$ cat src/rtl/tlb_pkg.sv
package tlb_pkg;

  typedef enum logic [1:0] {
    ACC_READ  = 2'd0,
    ACC_WRITE = 2'd1,
    ACC_FETCH = 2'd2,
    ACC_RSVD  = 2'd3
  } acc_e;

  typedef enum logic [2:0] {
    CAUSE_NONE   = 3'd0,
    CAUSE_ABSENT = 3'd1,
    CAUSE_PRIV   = 3'd2,
    CAUSE_WRITE  = 3'd3,
    CAUSE_EXEC   = 3'd4
  } cause_e;

  typedef struct packed {
    logic present;
    logic user;
    logic write;
    logic exec;
  } perm_t;

endpackage

$ cat src/rtl/tlb_store.sv
module tlb_store
  import tlb_pkg::*;
#(
  parameter int ENTRIES = 8,
  parameter int VPN_W   = 20,
  parameter int PFN_W   = 20,
  localparam int IDX_W  = (ENTRIES > 1) ? $clog2(ENTRIES) : 1
) (
  input  logic             clk,
  input  logic             rst_n,
  input  logic [VPN_W-1:0] look_vpn,
  output logic             look_hit,
  output logic [PFN_W-1:0] look_pfn,
  output perm_t            look_perm,
  input  logic             inv_all,
  input  logic             inv_one,
  input  logic [VPN_W-1:0] inv_vpn,
  input  logic             fill_en,
  input  logic [IDX_W-1:0] fill_idx,
  input  logic [VPN_W-1:0] fill_vpn,
  input  logic [PFN_W-1:0] fill_pfn,
  input  perm_t            fill_perm
);

  logic [ENTRIES-1:0] match;
  logic [PFN_W-1:0]   pfn_arr  [ENTRIES];
  perm_t              perm_arr [ENTRIES];

  for (genvar g = 0; g < ENTRIES; g++) begin : g_slot
    logic             vld_q, vld_d;
    logic [VPN_W-1:0] tag_q;
    logic [PFN_W-1:0] pfn_q;
    perm_t            perm_q;
    logic             fill_here;
    logic             data_en;

    assign fill_here = fill_en && (fill_idx == IDX_W'(g));
    assign data_en   = fill_here && !inv_all;

    // next-state of the valid flag: flush-all, then fill, then single flush
    always_comb begin
      vld_d = vld_q;
      if (inv_all) begin
        vld_d = 1'b0;
      end else if (fill_here) begin
        vld_d = 1'b1;
      end else if (inv_one && vld_q && (tag_q == inv_vpn)) begin
        vld_d = 1'b0;
      end
    end

    always_ff @(posedge clk or negedge rst_n) begin
      if (!rst_n) begin
        vld_q <= 1'b0;
      end else begin
        vld_q <= vld_d;
      end
    end

    // payload registers carry no reset; the valid flag guards them
    always_ff @(posedge clk) begin
      if (data_en) begin
        tag_q  <= fill_vpn;
        pfn_q  <= fill_pfn;
        perm_q <= fill_perm;
      end
    end

    assign match[g]    = vld_q && (tag_q == look_vpn);
    assign pfn_arr[g]  = pfn_q;
    assign perm_arr[g] = perm_q;
  end

  assign look_hit = |match;

  // at most one slot matches, since fills only happen after a miss
  always_comb begin
    look_pfn  = '0;
    look_perm = '0;
    for (int i = 0; i < ENTRIES; i++) begin
      if (match[i]) begin
        look_pfn  = pfn_arr[i];
        look_perm = perm_arr[i];
      end
    end
  end

endmodule

$ cat src/rtl/tlb_perm_chk.sv
module tlb_perm_chk
  import tlb_pkg::*;
(
  input  perm_t       perm,
  input  logic [1:0]  acc,
  input  logic        user,
  output logic        fault,
  output logic [2:0]  cause
);

  acc_e   kind;
  cause_e why;

  assign kind = acc_e'(acc);

  // lower cause number wins; the reserved access code behaves as a read
  always_comb begin
    why = CAUSE_NONE;
    if (!perm.present) begin
      why = CAUSE_ABSENT;
    end else if (user && !perm.user) begin
      why = CAUSE_PRIV;
    end else if ((kind == ACC_WRITE) && !perm.write) begin
      why = CAUSE_WRITE;
    end else if ((kind == ACC_FETCH) && !perm.exec) begin
      why = CAUSE_EXEC;
    end
  end

  assign cause = why;
  assign fault = (why != CAUSE_NONE);

endmodule

$ cat src/rtl/tlb_ctrl.sv
module tlb_ctrl #(
  parameter int ENTRIES = 8,
  parameter int VPN_W   = 20,
  localparam int IDX_W  = (ENTRIES > 1) ? $clog2(ENTRIES) : 1
) (
  input  logic             clk,
  input  logic             rst_n,
  input  logic             req_valid,
  input  logic [VPN_W-1:0] req_vpn,
  input  logic             hit,
  input  logic             flush_busy,
  input  logic             walk_ack,
  output logic             grant,
  output logic             walk_req,
  output logic [VPN_W-1:0] walk_vpn,
  output logic             fill_en,
  output logic [IDX_W-1:0] fill_idx
);

  typedef enum logic {ST_LOOK = 1'b0, ST_WALK = 1'b1} st_e;

  localparam logic [IDX_W-1:0] LAST_IDX = IDX_W'(ENTRIES - 1);

  st_e              st_q, st_d;
  logic [VPN_W-1:0] vpn_q;
  logic [IDX_W-1:0] rr_q, rr_d;
  logic             start_walk;
  logic             look_ok;

  assign look_ok    = (st_q == ST_LOOK) && req_valid && !flush_busy;
  assign grant      = look_ok && hit;
  assign start_walk = look_ok && !hit;
  assign fill_en    = (st_q == ST_WALK) && walk_ack;

  always_comb begin
    st_d = st_q;
    case (st_q)
      ST_LOOK: if (start_walk) st_d = ST_WALK;
      ST_WALK: if (walk_ack)   st_d = ST_LOOK;
      default: st_d = ST_LOOK;
    endcase
  end

  always_comb begin
    rr_d = rr_q;
    if (fill_en) begin
      rr_d = (rr_q == LAST_IDX) ? '0 : rr_q + 1'b1;
    end
  end

  always_ff @(posedge clk or negedge rst_n) begin
    if (!rst_n) begin
      st_q <= ST_LOOK;
      rr_q <= '0;
    end else begin
      st_q <= st_d;
      rr_q <= rr_d;
    end
  end

  always_ff @(posedge clk) begin
    if (start_walk) begin
      vpn_q <= req_vpn;
    end
  end

  assign walk_req = (st_q == ST_WALK);
  assign walk_vpn = vpn_q;
  assign fill_idx = rr_q;

endmodule

$ cat src/rtl/tlb_xlate.sv
module tlb_xlate
  import tlb_pkg::*;
#(
  parameter int ENTRIES = 8,
  parameter int VA_W    = 32,
  parameter int PA_W    = 32,
  parameter int OFF_W   = 12,
  localparam int VPN_W  = VA_W - OFF_W,
  localparam int PFN_W  = PA_W - OFF_W,
  localparam int IDX_W  = (ENTRIES > 1) ? $clog2(ENTRIES) : 1
) (
  input  logic             clk,
  input  logic             rst_n,
  input  logic             req_valid,
  input  logic [VA_W-1:0]  req_vaddr,
  input  logic [1:0]       req_acc,
  input  logic             req_user,
  output logic             req_grant,
  output logic             rsp_valid,
  output logic [PA_W-1:0]  rsp_paddr,
  output logic             rsp_fault,
  output logic [2:0]       rsp_cause,
  output logic             walk_req,
  output logic [VPN_W-1:0] walk_vpn,
  input  logic             walk_ack,
  input  logic [PFN_W-1:0] walk_pfn,
  input  logic             walk_present,
  input  logic             walk_user,
  input  logic             walk_write,
  input  logic             walk_exec,
  input  logic             flush_one,
  input  logic [VPN_W-1:0] flush_vpn,
  input  logic             flush_all
);

  logic [VPN_W-1:0] req_vpn;
  logic [OFF_W-1:0] req_off;
  logic             hit;
  logic [PFN_W-1:0] hit_pfn;
  perm_t            hit_perm;
  perm_t            new_perm;
  logic             fill_en;
  logic [IDX_W-1:0] fill_idx;
  logic             chk_fault;
  logic [2:0]       chk_cause;
  logic             grant;
  logic             vld_q;
  logic [PA_W-1:0]  pa_q, pa_d;
  logic             flt_q;
  logic [2:0]       cause_q;

  assign req_vpn  = req_vaddr[VA_W-1:OFF_W];
  assign req_off  = req_vaddr[OFF_W-1:0];
  assign new_perm = '{present: walk_present, user: walk_user,
                      write: walk_write, exec: walk_exec};

  tlb_store #(
    .ENTRIES (ENTRIES),
    .VPN_W   (VPN_W),
    .PFN_W   (PFN_W)
  ) u_store (
    .clk       (clk),
    .rst_n     (rst_n),
    .look_vpn  (req_vpn),
    .look_hit  (hit),
    .look_pfn  (hit_pfn),
    .look_perm (hit_perm),
    .inv_all   (flush_all),
    .inv_one   (flush_one),
    .inv_vpn   (flush_vpn),
    .fill_en   (fill_en),
    .fill_idx  (fill_idx),
    .fill_vpn  (walk_vpn),
    .fill_pfn  (walk_pfn),
    .fill_perm (new_perm)
  );

  tlb_perm_chk u_chk_perm (
    .perm  (hit_perm),
    .acc   (req_acc),
    .user  (req_user),
    .fault (chk_fault),
    .cause (chk_cause)
  );

  tlb_ctrl #(
    .ENTRIES (ENTRIES),
    .VPN_W   (VPN_W)
  ) u_ctrl (
    .clk        (clk),
    .rst_n      (rst_n),
    .req_valid  (req_valid),
    .req_vpn    (req_vpn),
    .hit        (hit),
    .flush_busy (flush_all || flush_one),
    .walk_ack   (walk_ack),
    .grant      (grant),
    .walk_req   (walk_req),
    .walk_vpn   (walk_vpn),
    .fill_en    (fill_en),
    .fill_idx   (fill_idx)
  );

  assign pa_d = chk_fault ? '0 : {hit_pfn, req_off};

  always_ff @(posedge clk or negedge rst_n) begin
    if (!rst_n) begin
      vld_q <= 1'b0;
    end else begin
      vld_q <= grant;
    end
  end

  always_ff @(posedge clk) begin
    if (grant) begin
      pa_q    <= pa_d;
      flt_q   <= chk_fault;
      cause_q <= chk_cause;
    end
  end

  assign req_grant = grant;
  assign rsp_valid = vld_q;
  assign rsp_paddr = pa_q;
  assign rsp_fault = flt_q;
  assign rsp_cause = cause_q;

endmodule

$ cat config.mk
export PLATFORM = sky130hd
export DESIGN_NAME = tlb_xlate
export DESIGN_NICKNAME = d
export VERILOG_FILES = /design/src/rtl/tlb_pkg.sv /design/src/rtl/tlb_store.sv /design/src/rtl/tlb_perm_chk.sv /design/src/rtl/tlb_ctrl.sv /design/src/rtl/tlb_xlate.sv
export SDC_FILE = /design/constraint.sdc
export NUM_CORES = 1
export LEC_CHECK = 0
export ABC_AREA = 1
export BUFFER_PORTS_ARGS = -buffer_cell sky130_fd_sc_hd__buf_2
export CAP_MARGIN = 20
export CORE_MARGIN = 5
export CORE_UTILIZATION = 40
export CTS_CLUSTER_DIAMETER = 80
export DETAILED_ROUTE_END_ITERATION = 10
export REMOVE_ABC_BUFFERS = 1
export SYNTH_ARGS = -nofsm -noshare
export SYNTH_HDL_FRONTEND = slang
export SYNTH_HIERARCHICAL = 1
export SYNTH_SLANG_ARGS = --single-unit
$ cat constraint.sdc
create_clock -name clk -period 4 [get_ports clk]
set_input_delay 0.2 -clock clk [delete_from_list [all_inputs] [get_ports clk]]
set_output_delay 0.2 -clock clk [all_outputs]
set_load 0.01 [all_outputs]
==> flow_summary.toml, run 1 <==
[worst_setup_path]
worst_setup_path_start_kind = "register"
r2r_cells = 16
endpoint = "req_grant"
startpoint = "u_store/g_slot[7].tag_q[5]"
crit_arrival_ns = 3.75
timing.rr.start = "u_store/g_slot[7].tag_q[5]"
cp_data_required_time_ns = 3.80
crit_type = "reg2out"
critical-path-max-stage-delay_ns = 0.55
r2r_end = "rsp_paddr[1]"
crit_path_end_kind = "primary output"
path_max_fanout = 38
cp_cell_sequence = "inv_1 -> o22ai_1 -> nor2_1 -> nand2_1 -> a211oi_1 -> nand3_1 -> buf_4 -> nand2_1 -> nor2_1 -> nand3_1 -> inv_1 -> nor2_4 -> buf_12 -> buf_2"
rrSetupSlack_ns = 0.44
cp_slowest_cell = "edfxtp_1"

[global_route]
grt_pass1_wl_microns = 114000
met2_usage_pct = 43.3
grt_max_degree = 45
grt-ovfl-total = 0
busiest_layer = "met1"
antenna_found_initial = 2
grt_usage_pct = 30.2
use_met3_pct = 6.99
grt_use_met1_pct = 46.2
grt_pass1_vias = 14800

[cts]
clockBufferDepth = 3
htreeDepth = 2
path_clk_slew_ns = 0.06
cts.repair.resized = 0
cts_root_buf = "clkbuf_16"
clock-sinks = 421
insertion_delay_ns = 0.59
cts_tree = "yes"
cts_inserted_buffers = 48

[run_status]
run_status = "finished, final reports clean"

[hold_path]
hold_class = "in2reg"

[yosys]
synth_edf_count = 408
ys_types = 47
synth.largest_area_cell = "edfxtp_1"
ys.flop_type = "edfxtp_1"
async_flop_share_pct = 3.09
syn-cell-area_sq_um = 19800
yosysSeqAreaShare_pct = 63.6
avgSynthCellArea_sq_um = 10.2
synth_cells = 1939
synth_top_area_share_pct = 62.0
ys_ff_latch = 421
yosys_warnings = 6
synth_area_leaders = "edfxtp_1, nand2_1, nor2_1, inv_1, o22ai_1"

[die]
die_w_microns = 232
row_count = 81
initial_core_util_pct = 40.4
ios = 144
coreArea_sq_um = 49000
fp.dieArea_sq_um = 54000
chipHeight_microns = 232

[route]
drc = 0
vias_per_cell = 5.49
wirelength_microns = 82700
drt_first_iter_violations = 2028
drt-pass1-iter-count = 5
num_vias = 15700
post_drt_wl_per_cell_microns = 28.9
antenna_left = 0

[timing]
setup_viol = 0
finalCritPeriodShare_pct = 98.8
worst_slack_ns = 0.0462
timing.hold.ws_ns = 0.0329
rsz0062_at_grt = "false"
slew-limit-headroom_pct = 31.7
drv_slew = 0
clock.fmax_ghz = 0.253
worst_clock_skew_ns = 0.0170
hold_viol = 0
worst_pin_slew_ns = 1.02
min_period_ns = 3.95

[flow_run]
drv_cap = 0

[placement]
pre_cts_ws_ns = 0.583
place.gp.congestion = 1.06
dpl_cell_area_sq_um = 21300
io_buffers = 143
place_hpwl_microns = 60000
dp_cells = 2721

[power_and_ir_drop]
leakage_nw = 9.28
ir_drop_uv = 409
power_density_nw_per_um2 = 437

[layout]
final_nets = 2247
final_cells = 2864
syn_to_final_growth_pct = 19.0
drive_above_1_share_pct = 14.2
design_area_sq_um = 23500
antennaDiodeCount = 0
## cells in the final DEF, fill, tap and decap left out, drive strengths merged, types with 12 or more instances in the layout
cell and n:
dfrtp 13, inv 232, xnor2 45, nand3 40, nand4 12, edfxtp 408
nor4 17, nand2 442, a21oi 31, buf 189, dlygate4sd3 51, clkinv 23
o21ai 94, o22ai 92, nor2 342, clkbuf 60, xor2 49
## sequential cells by signal, indices dropped and copies added, names as in the netlist, 3 cells and up
name	flops
u_store/g_slot.perm_q	32
u_store/g_slot.vld_q	8
u_ctrl/walk_vpn	20
u_store/g_slot.pfn_q	160
rsp_cause	3
rsp_paddr	32
u_store/g_slot.tag_q	160
u_ctrl/fill_idx	3
## cell families after synthesis
group | count (synthesis) | share of synthesized area, %
AO/OA/AOI/OAI | 252 | 7.61
XOR/XNOR | 94 | 4.16
adder cells (fa/ha/maj) | 2 | 0.127
buffers and inverters | 303 | 6.83
flip-flops | 421 | 63.6
AND/OR/NAND/NOR | 867 | 17.7
## worst max-delay path: cells and delay by family (launching register included)
family	cells	cell delay (ns)
AND/OR/NAND/NOR	7	1.15
AO/OA/AOI/OAI	2	0.55
flip-flops	1	0.55
buffers and inverters	5	0.88
## Yosys cell counts, types with 2 or more instances
cell type / count
nand2_1: 437
edfxtp_1: 408
nor2_1: 326
inv_1: 216
o22ai_1: 92
o21ai_0: 82
xor2_1: 49
xnor2_1: 45
nand3_1: 38
a21oi_1: 30
clkbuf_1: 21
buf_4: 17
nor4_1: 17
buf_6: 16
nor2_2: 14
buf_2: 13
dfrtp_1: 13
inv_2: 12
nand4_1: 12
o21ai_1: 10
a211oi_1: 8
o2111ai_1: 8
nor3_1: 7
a221oi_1: 6
clkinv_1: 6
nand2_2: 5
o221ai_1: 4
o211ai_1: 3
a2111oi_0: 2
a31o_2: 2
ha_1: 2
nand3_2: 2
o21ai_2: 2
## area by class of cell
class                   count  area, sq um
well taps                 664          831
clock inverters            30          375
repair buffers            240         1660
multi-input cells        1215         5920
fillers                  4555        25400
clock buffers              60         1280
flip-flops and latches    421        12600
inverters                 234          878
## stage by stage
stage | util [%] | total power [mW] | setup TNS (ns)
after floorplan | - | 5.29 | -5.24
after global placement | 43.6 | 5.71 | 0
after detailed placement | 43.6 | 5.71 | 0
after CTS | 48.0 | 10.3 | 0
after global routing | 48.1 | 10.6 | 0
final | 48.1 | 10.3 | 0
## how the worst min path moves through the flow
stage,start,to,cells after the start
2_1_floorplan,rst_n,rsp_valid,0
3_3_place_gp,rst_n,u_store/g_slot[6].vld_q,1
3_5_place_dp,rst_n,u_store/g_slot[2].vld_q,1
4_1_cts,req_acc[0],rsp_cause[2],4
5_1_grt,req_vaddr[19],u_ctrl/walk_vpn[7],1
6_report,req_vaddr[13],u_ctrl/walk_vpn[1],1
## per-layer routing
| metal | vias to the layer above | wire [microns] |
|---|---|---|
| met5 | - | 12 |
| met4 | 2 | 2370 |
| met3 | 122 | 8070 |
| met2 | 855 | 34500 |
| met1 | 7787 | 37800 |
| li1 | 6969 | - |
## power breakdown
group | leakage, nW | internal (mW) | switching [mW] | total [mW]
logic | 4.64 | 0.201 | 0.512 | 0.714
clock network | 0.799 | 2.75 | 1.85 | 4.60
registers | 3.84 | 4.89 | 0.0756 | 4.97
total | 9.28 | 7.84 | 2.44 | 10.3
## what timing repair did
action / 4_1_cts / 5_1_grt
buffers inserted: 0 / 2
setup endpoints to repair: 0 / 1
hold endpoints to repair: 231 / 0
hold buffers: 51 / 0
Note: power is estimated with default switching activity, not from simulation.
==> run 2: changes to the inputs <==
--- a/config.mk
+++ b/config.mk
@@ -5,13 +5,13 @@
 export SDC_FILE = /design/constraint.sdc
 export NUM_CORES = 1
 export LEC_CHECK = 0
-export ABC_AREA = 1
 export BUFFER_PORTS_ARGS = -buffer_cell sky130_fd_sc_hd__buf_2
 export CAP_MARGIN = 20
 export CORE_MARGIN = 5
 export CORE_UTILIZATION = 40
 export CTS_CLUSTER_DIAMETER = 80
 export DETAILED_ROUTE_END_ITERATION = 10
+export HOLD_SLACK_MARGIN = 0.15
 export REMOVE_ABC_BUFFERS = 1
 export SYNTH_ARGS = -nofsm -noshare
 export SYNTH_HDL_FRONTEND = slang
==> run 2 against run 1 <==
Setup slack improved by 0.035 ns. First-iteration DRC count down 42%. Critical path depth down 4. Hold slack better by 0.15 ns. Clock power is 6.5% lower. Utilization shrank 0.17 points. Die area shrank 3.6%. Non-clock buffer count grew 14. Clock skew grew 0.010 ns. Synthesized cell count down 30%. Largest power group unchanged. Highest routed layer is now met4.
==> flow_summary.toml, run 2 <==
[worst_setup_path]
crit_arrival_ns = 3.72
cp_data_required_time_ns = 3.80
crit_type = "reg2out"
critical-path-top-delay-family = "simple AND/OR/NAND/NOR gates"
worst_setup_path_start_kind = "register"
cp_slowest_cell = "or4_1"
path_max_fanout = 38
crit_path_end_kind = "primary output"
cp_cell_sequence = "xor2_1 -> nor4_1 -> nand4_1 -> or4_1 -> nand2_1 -> nor2_1 -> nand3_1 -> and4bb_2 -> buf_12 -> buf_2"
critical-path-max-stage-delay_ns = 0.84
cp_num_buf_inv = 2

[timing]
finalCritPeriodShare_pct = 98.0
setup_tns_ns = 0
drv_slew = 0
min_period_ns = 3.92
worst_clock_skew_ns = 0.0274
setup_viol = 0
slew-limit-headroom_pct = 20.6
worst_slack_ns = 0.0807
rsz0062_at_grt = "false"
clock.fmax_ghz = 0.255
worst_pin_slew_ns = 1.18
hold_viol = 0

[route]
post_drt_wl_per_cell_microns = 26.6
antenna_left = 0
wirelength_microns = 59000
vias_per_cell = 5.57
drt-pass1-iter-count = 5
drt_first_iter_violations = 1170
num_vias = 12400
drc = 0

[yosys]
async_flop_share_pct = 3.09
ys_types = 53
synth.largest_area_cell = "edfxtp_1"
synth_cells = 1358
synth_edf_count = 408
avgSynthCellArea_sq_um = 14.0
synth_simple_gate_area_share_pct = 10.6
yosysSeqAreaShare_pct = 66.1
yosys_warnings = 6
synth.area.mux_share_pct = 0.289
ys.flop_type = "edfxtp_1"
synth_xor_area_share_pct = 14.6
synth_top_area_share_pct = 64.4
synth_most_common_cell = "edfxtp_1"
syn-cell-area_sq_um = 19000
synth_area_leaders = "edfxtp_1, xnor2_1, xor2_1, nand4_1, o221ai_1"
ys_ff_latch = 421
synth_compound_area_share_pct = 5.37
netlist_top_cells_count = "edfxtp_1, xnor2_1, xor2_1, nand2_1, nand4_1"
synth_fa_ha_area_share_pct = 0.131
synth_top_family_by_area = "XOR/XNOR gates"

[die]
initial_core_util_pct = 40.1
die_w_microns = 228
chipHeight_microns = 228
fp.dieArea_sq_um = 52000
row_count = 80
ios = 144
coreArea_sq_um = 47400

[power_and_ir_drop]
swShare_pct = 23.0
pwr-share-seq_pct = 50.1
ir_drop_uv = 351
power_density_nw_per_um2 = 437
p_sw_mw = 2.28
clock_power_share_pct = 43.3
comb_power_share_pct = 6.6
p_total_mw = 9.93
p_int_mw = 7.65
leakage_nw = 7.48

[global_route]
antenna_found_initial = 0
grt-ovfl-total = 0
grt_max_degree = 46
grt_pass1_vias = 12600
grt_usage_pct = 22.1
grt_pass1_wl_microns = 86200

[placement]
io_buffers = 143
place.gp.congestion = 0.939
place_hpwl_microns = 39900
pre_cts_ws_ns = 0.366
dpl_cell_area_sq_um = 20600

[cts]
cts_setup_buffers = 0
cts_inserted_buffers = 47
insertion_delay_ns = 0.59
htreeDepth = 2
cts_root_buf = "clkbuf_16"
path_clk_slew_ns = 0.06
cts_tree = "yes"
clockBufferDepth = 3
clock-sinks = 421

[layout]
reg_top3 = "u_store/g_slot.pfn_q: 160 flops, u_store/g_slot.tag_q: 160 flops"
fillers = 4195
drive_above_1_share_pct = 18.6
syn_to_final_growth_pct = 19.4
final_nets = 1653
final_cell_mix = "edfxtp_1, xnor2_1, buf_2"
design_area_sq_um = 22700
final_common_cell = "edfxtp_1"

[run_status]
run_status = "finished, final reports clean"

[flow_run]
drv_cap = 0

[hold_path]
hold_class = "in2reg"
==> run 2: power by group through the flow <==
stage          logic, mW  registers, mW  clock network (mW)
2_1_floorplan      0.273           5.05                   0
3_3_place_gp       0.604           5.06                   0
3_5_place_dp       0.608           5.07                   0
4_1_cts            0.659           4.98                4.36
5_1_grt            0.695           4.98                4.55
6_report           0.658           4.98                4.30
==> run 2: repair_timing <==
item,in CTS,in global routing
resized for setup,0,2
hold buffers,62,0
hold endpoints to repair,250,0
endpoints found under the setup margin,0,1
==> run 2: final timing paths <==
| kind | slack, ns | start | depth (start not counted) | to |
|---|---|---|---|---|
| max | 0.08 | u_store/g_slot[7].tag_q[8] | 10 | req_grant |
| min | 0.18 | req_acc[0] | 4 | rsp_cause[2] |
| max reg2reg | 0.30 | u_store/g_slot[5].tag_q[7] | 12 | rsp_paddr[1] |
| min reg2reg | 0.53 | u_store/g_slot[2].vld_q | 1 | u_store/g_slot[2].vld_q |
| max in group asynchronous | 2.76 | rst_n | 3 | u_store/g_slot[1].vld_q |
| min in group asynchronous | 0.74 | rst_n | 3 | u_ctrl/walk_req |
==> run 2: worst reg2reg max path, delay by kind of cell, from the launching register on <==
kind,cells,cell delay (ns)
xor+xnor,1,0.18
flops,1,0.43
buf+inv,2,0.47
compound gates,3,0.55
simple gates,6,1.81
==> run 2: metal layers <==
metal	track usage, %	share of wire, %	vias to the layer above	routed length, microns
met5	0	0	-	0
met4	7.75	3.7	0	2190
met3	3.46	6.6	99	3910
met2	37.3	49	538	28700
met1	29.3	41	6237	24200
li1	-	-	5500	-
==> run 2: final cells by class <==
cell class | count | area, sq um | share of cell area [%]
multi-input combinational | 830 | 6020 | 26.5
antenna | 1 | 2.50 | 0.0110
sequential | 421 | 12600 | 55.4
tap | 615 | 769 | 3.39
clock inverter | 31 | 273 | 1.20
timing repair buffer | 254 | 1780 | 7.83
inverter | 12 | 45.0 | 0.198
clock buffer | 56 | 1250 | 5.50
==> run 2: cell families (layout without fill, tap and decap cells) <==
| group | after synthesis | count (layout) |
|---|---|---|
| fa+ha+maj | 2 | 2 |
| other cells | 0 | 1 |
| flops | 421 | 421 |
| mux | 4 | 4 |
| compound gates | 137 | 137 |
| simple gates | 370 | 370 |
| buf+inv | 107 | 353 |
| xor+xnor | 317 | 317 |
==> run 2: per-stage QoR <==
step                      std cells  util (%)  hold WS (ns)
after global placement         2070      43.3         0.134
after detailed placement       2070      43.3         0.141
after CTS                      2219      47.9         0.164
after floorplan                1263         -       -0.0956
after global routing           2219      47.9         0.172
final                          2220      47.9         0.179
==> run 3: changes to the inputs <==
--- a/config.mk
+++ b/config.mk
@@ -12,6 +12,7 @@
 export CTS_CLUSTER_DIAMETER = 80
 export DETAILED_ROUTE_END_ITERATION = 10
 export HOLD_SLACK_MARGIN = 0.15
+export MAX_ROUTING_LAYER = met4
 export REMOVE_ABC_BUFFERS = 1
 export SYNTH_ARGS = -nofsm -noshare
 export SYNTH_HDL_FRONTEND = slang
==> run 3 against run 2 <==
Critical path depth grew 3. Routed wire length grew 1.8%. First-iteration DRC count shrank 5.7%.
==> flow_summary.toml, run 3 (synthesized netlist as in run 2, its figures left out) <==
[run_status]
run_status = "finished, final reports clean"

[placement]
io_buffers = 143
pre_cts_ws_ns = 0.293
place_hpwl_microns = 40200
place.gp.congestion = 0.998

[die]
initial_core_util_pct = 40.1
ios = 144
chipHeight_microns = 228
die_w_microns = 228
row_count = 80
fp.dieArea_sq_um = 52000
coreArea_sq_um = 47400

[cts]
cts_inserted_buffers = 46
cts_tree = "yes"
insertion_delay_ns = 0.58
path_clk_slew_ns = 0.06
clockBufferDepth = 3
htreeDepth = 2
cts_root_buf = "clkbuf_16"
clock-sinks = 421

[layout]
syn_to_final_growth_pct = 19.2
final_nets = 1654
fin_util_pct = 47.8
drive_above_1_share_pct = 18.6
reg_top3 = "u_store/g_slot.pfn_q: 160 flops, u_store/g_slot.tag_q: 160 flops"
final_cell_mix = "edfxtp_1, xnor2_1, buf_2"
fillers = 4270
final_common_cell = "edfxtp_1"

[power_and_ir_drop]
p_total_mw = 9.77
p_int_mw = 7.50
ir_drop_uv = 331
leakage_nw = 7.45
comb_power_share_pct = 6.8
power_density_nw_per_um2 = 431
clock_power_share_pct = 42.2
pwr-share-seq_pct = 50.9
swShare_pct = 23.3
p_sw_mw = 2.27

[timing]
min_period_ns = 3.89
drv_slew = 0
clock.fmax_ghz = 0.257
rsz0062_at_grt = "false"
finalCritPeriodShare_pct = 97.4
setup_tns_ns = 0
hold_viol = 0
timing.hold.ws_ns = 0.161
setup_viol = 0
worst_slack_ns = 0.106
worst_pin_slew_ns = 0.972
slew-limit-headroom_pct = 34.6
worst_clock_skew_ns = 0.0178

[worst_setup_path]
cp_slowest_cell = "dlygate4sd3_1"
path_max_fanout = 38
crit_arrival_ns = 3.69
cp_cell_sequence = "dlygate4sd3_1 -> buf_2 -> xnor2_1 -> nand4_1 -> nor4_1 -> buf_4 -> nand2_1 -> nand2_1 -> nor2_1 -> nand3_1 -> and4bb_2 -> buf_12 -> buf_2"
crit_type = "in2out"
worst_setup_path_start_kind = "primary input"
crit_path_end_kind = "primary output"
critical-path-max-stage-delay_ns = 0.53
cp_data_required_time_ns = 3.80

[route]
antenna_left = 0
vias_per_cell = 5.60
num_vias = 12400
drt_first_iter_violations = 1103
drc = 0
wirelength_microns = 60100
post_drt_wl_per_cell_microns = 27.1
drt-pass1-iter-count = 7

[global_route]
grt-ovfl-total = 0
grt_pass1_vias = 12500
grt_max_degree = 46
grt_usage_pct = 23.1
antenna_found_initial = 1
grt_pass1_wl_microns = 87300

[flow_run]
drv_cap = 0

[hold_path]
hold_class = "in2reg"
run 3: changes by cell type in the layout (fill, tap and decap cells not counted), moves of 2 or more:
cell and change:
buf_4 +2, clkbuf_1 +3, clkbuf_8 -3, clkinv_1 -2
clkinv_8 +2
run 3: routing by layer:
metal  vias to the layer above  wire length, microns  global-route usage (%)
met2                       474                 29800                    38.3
li1                       5502                     -                       -
met5                         -                     0                       -
met1                      6358                 25000                    30.1
met3                        86                  3540                    3.21
met4                         0                  1730                    6.66
run 3: power by group through the flow:
stage | Combinational (mW) | Clock (mW) | Sequential (mW)
after global placement | 0.609 | 0 | 5.07
after CTS | 0.665 | 4.22 | 4.98
after detailed placement | 0.614 | 0 | 5.07
after floorplan | 0.273 | 0 | 5.05
final | 0.668 | 4.13 | 4.98
after global routing | 0.705 | 4.40 | 4.99
run 3: what timing repair did:
item,4_1_cts,5_1_grt
buffers inserted,0,0
resized for setup,1,2
hold buffers,62,0
hold endpoints to repair,249,0
setup endpoints to repair,1,1
run 3: critical path, delay by kind of cell:
family | cells | cell delay (ns)
simple gates | 7 | 1.58
buf+inv | 5 | 1.38
xor+xnor | 1 | 0.48
run 3: through the flow:
step,cells,cell area [sq um]
after floorplan,1263,18500
after global placement,2072,20600
after detailed placement,2072,20600
after CTS,2218,22700
after global routing,2219,22700
final,2219,22700
run 3: area by class of cell:
class,instances,area (sq um),share of cell area (%)
diodes,1,2.50,0.0110
flip-flops and latches,421,12600,55.5
clock buffers,55,1190,5.27
well taps,615,769,3.39
multi-input cells,830,6030,26.6
inverters,12,45.0,0.199
repair buffers,256,1790,7.91
clock inverters,29,265,1.17
run 3: final timing paths:
check	start	endpoint	slack, ns	cells past startpoint
max	req_vaddr[12]	req_grant	0.11	13
max reg2reg	u_store/g_slot[3].tag_q[2]	rsp_paddr[19]	0.33	11
min reg2reg	u_store/g_slot[1].vld_q	u_store/g_slot[1].vld_q	0.54	1
min	req_acc[0]	rsp_cause[2]	0.16	4
min in group asynchronous	rst_n	u_ctrl/walk_req	0.75	3
max in group asynchronous	rst_n	u_ctrl/fill_idx[1]	2.79	3
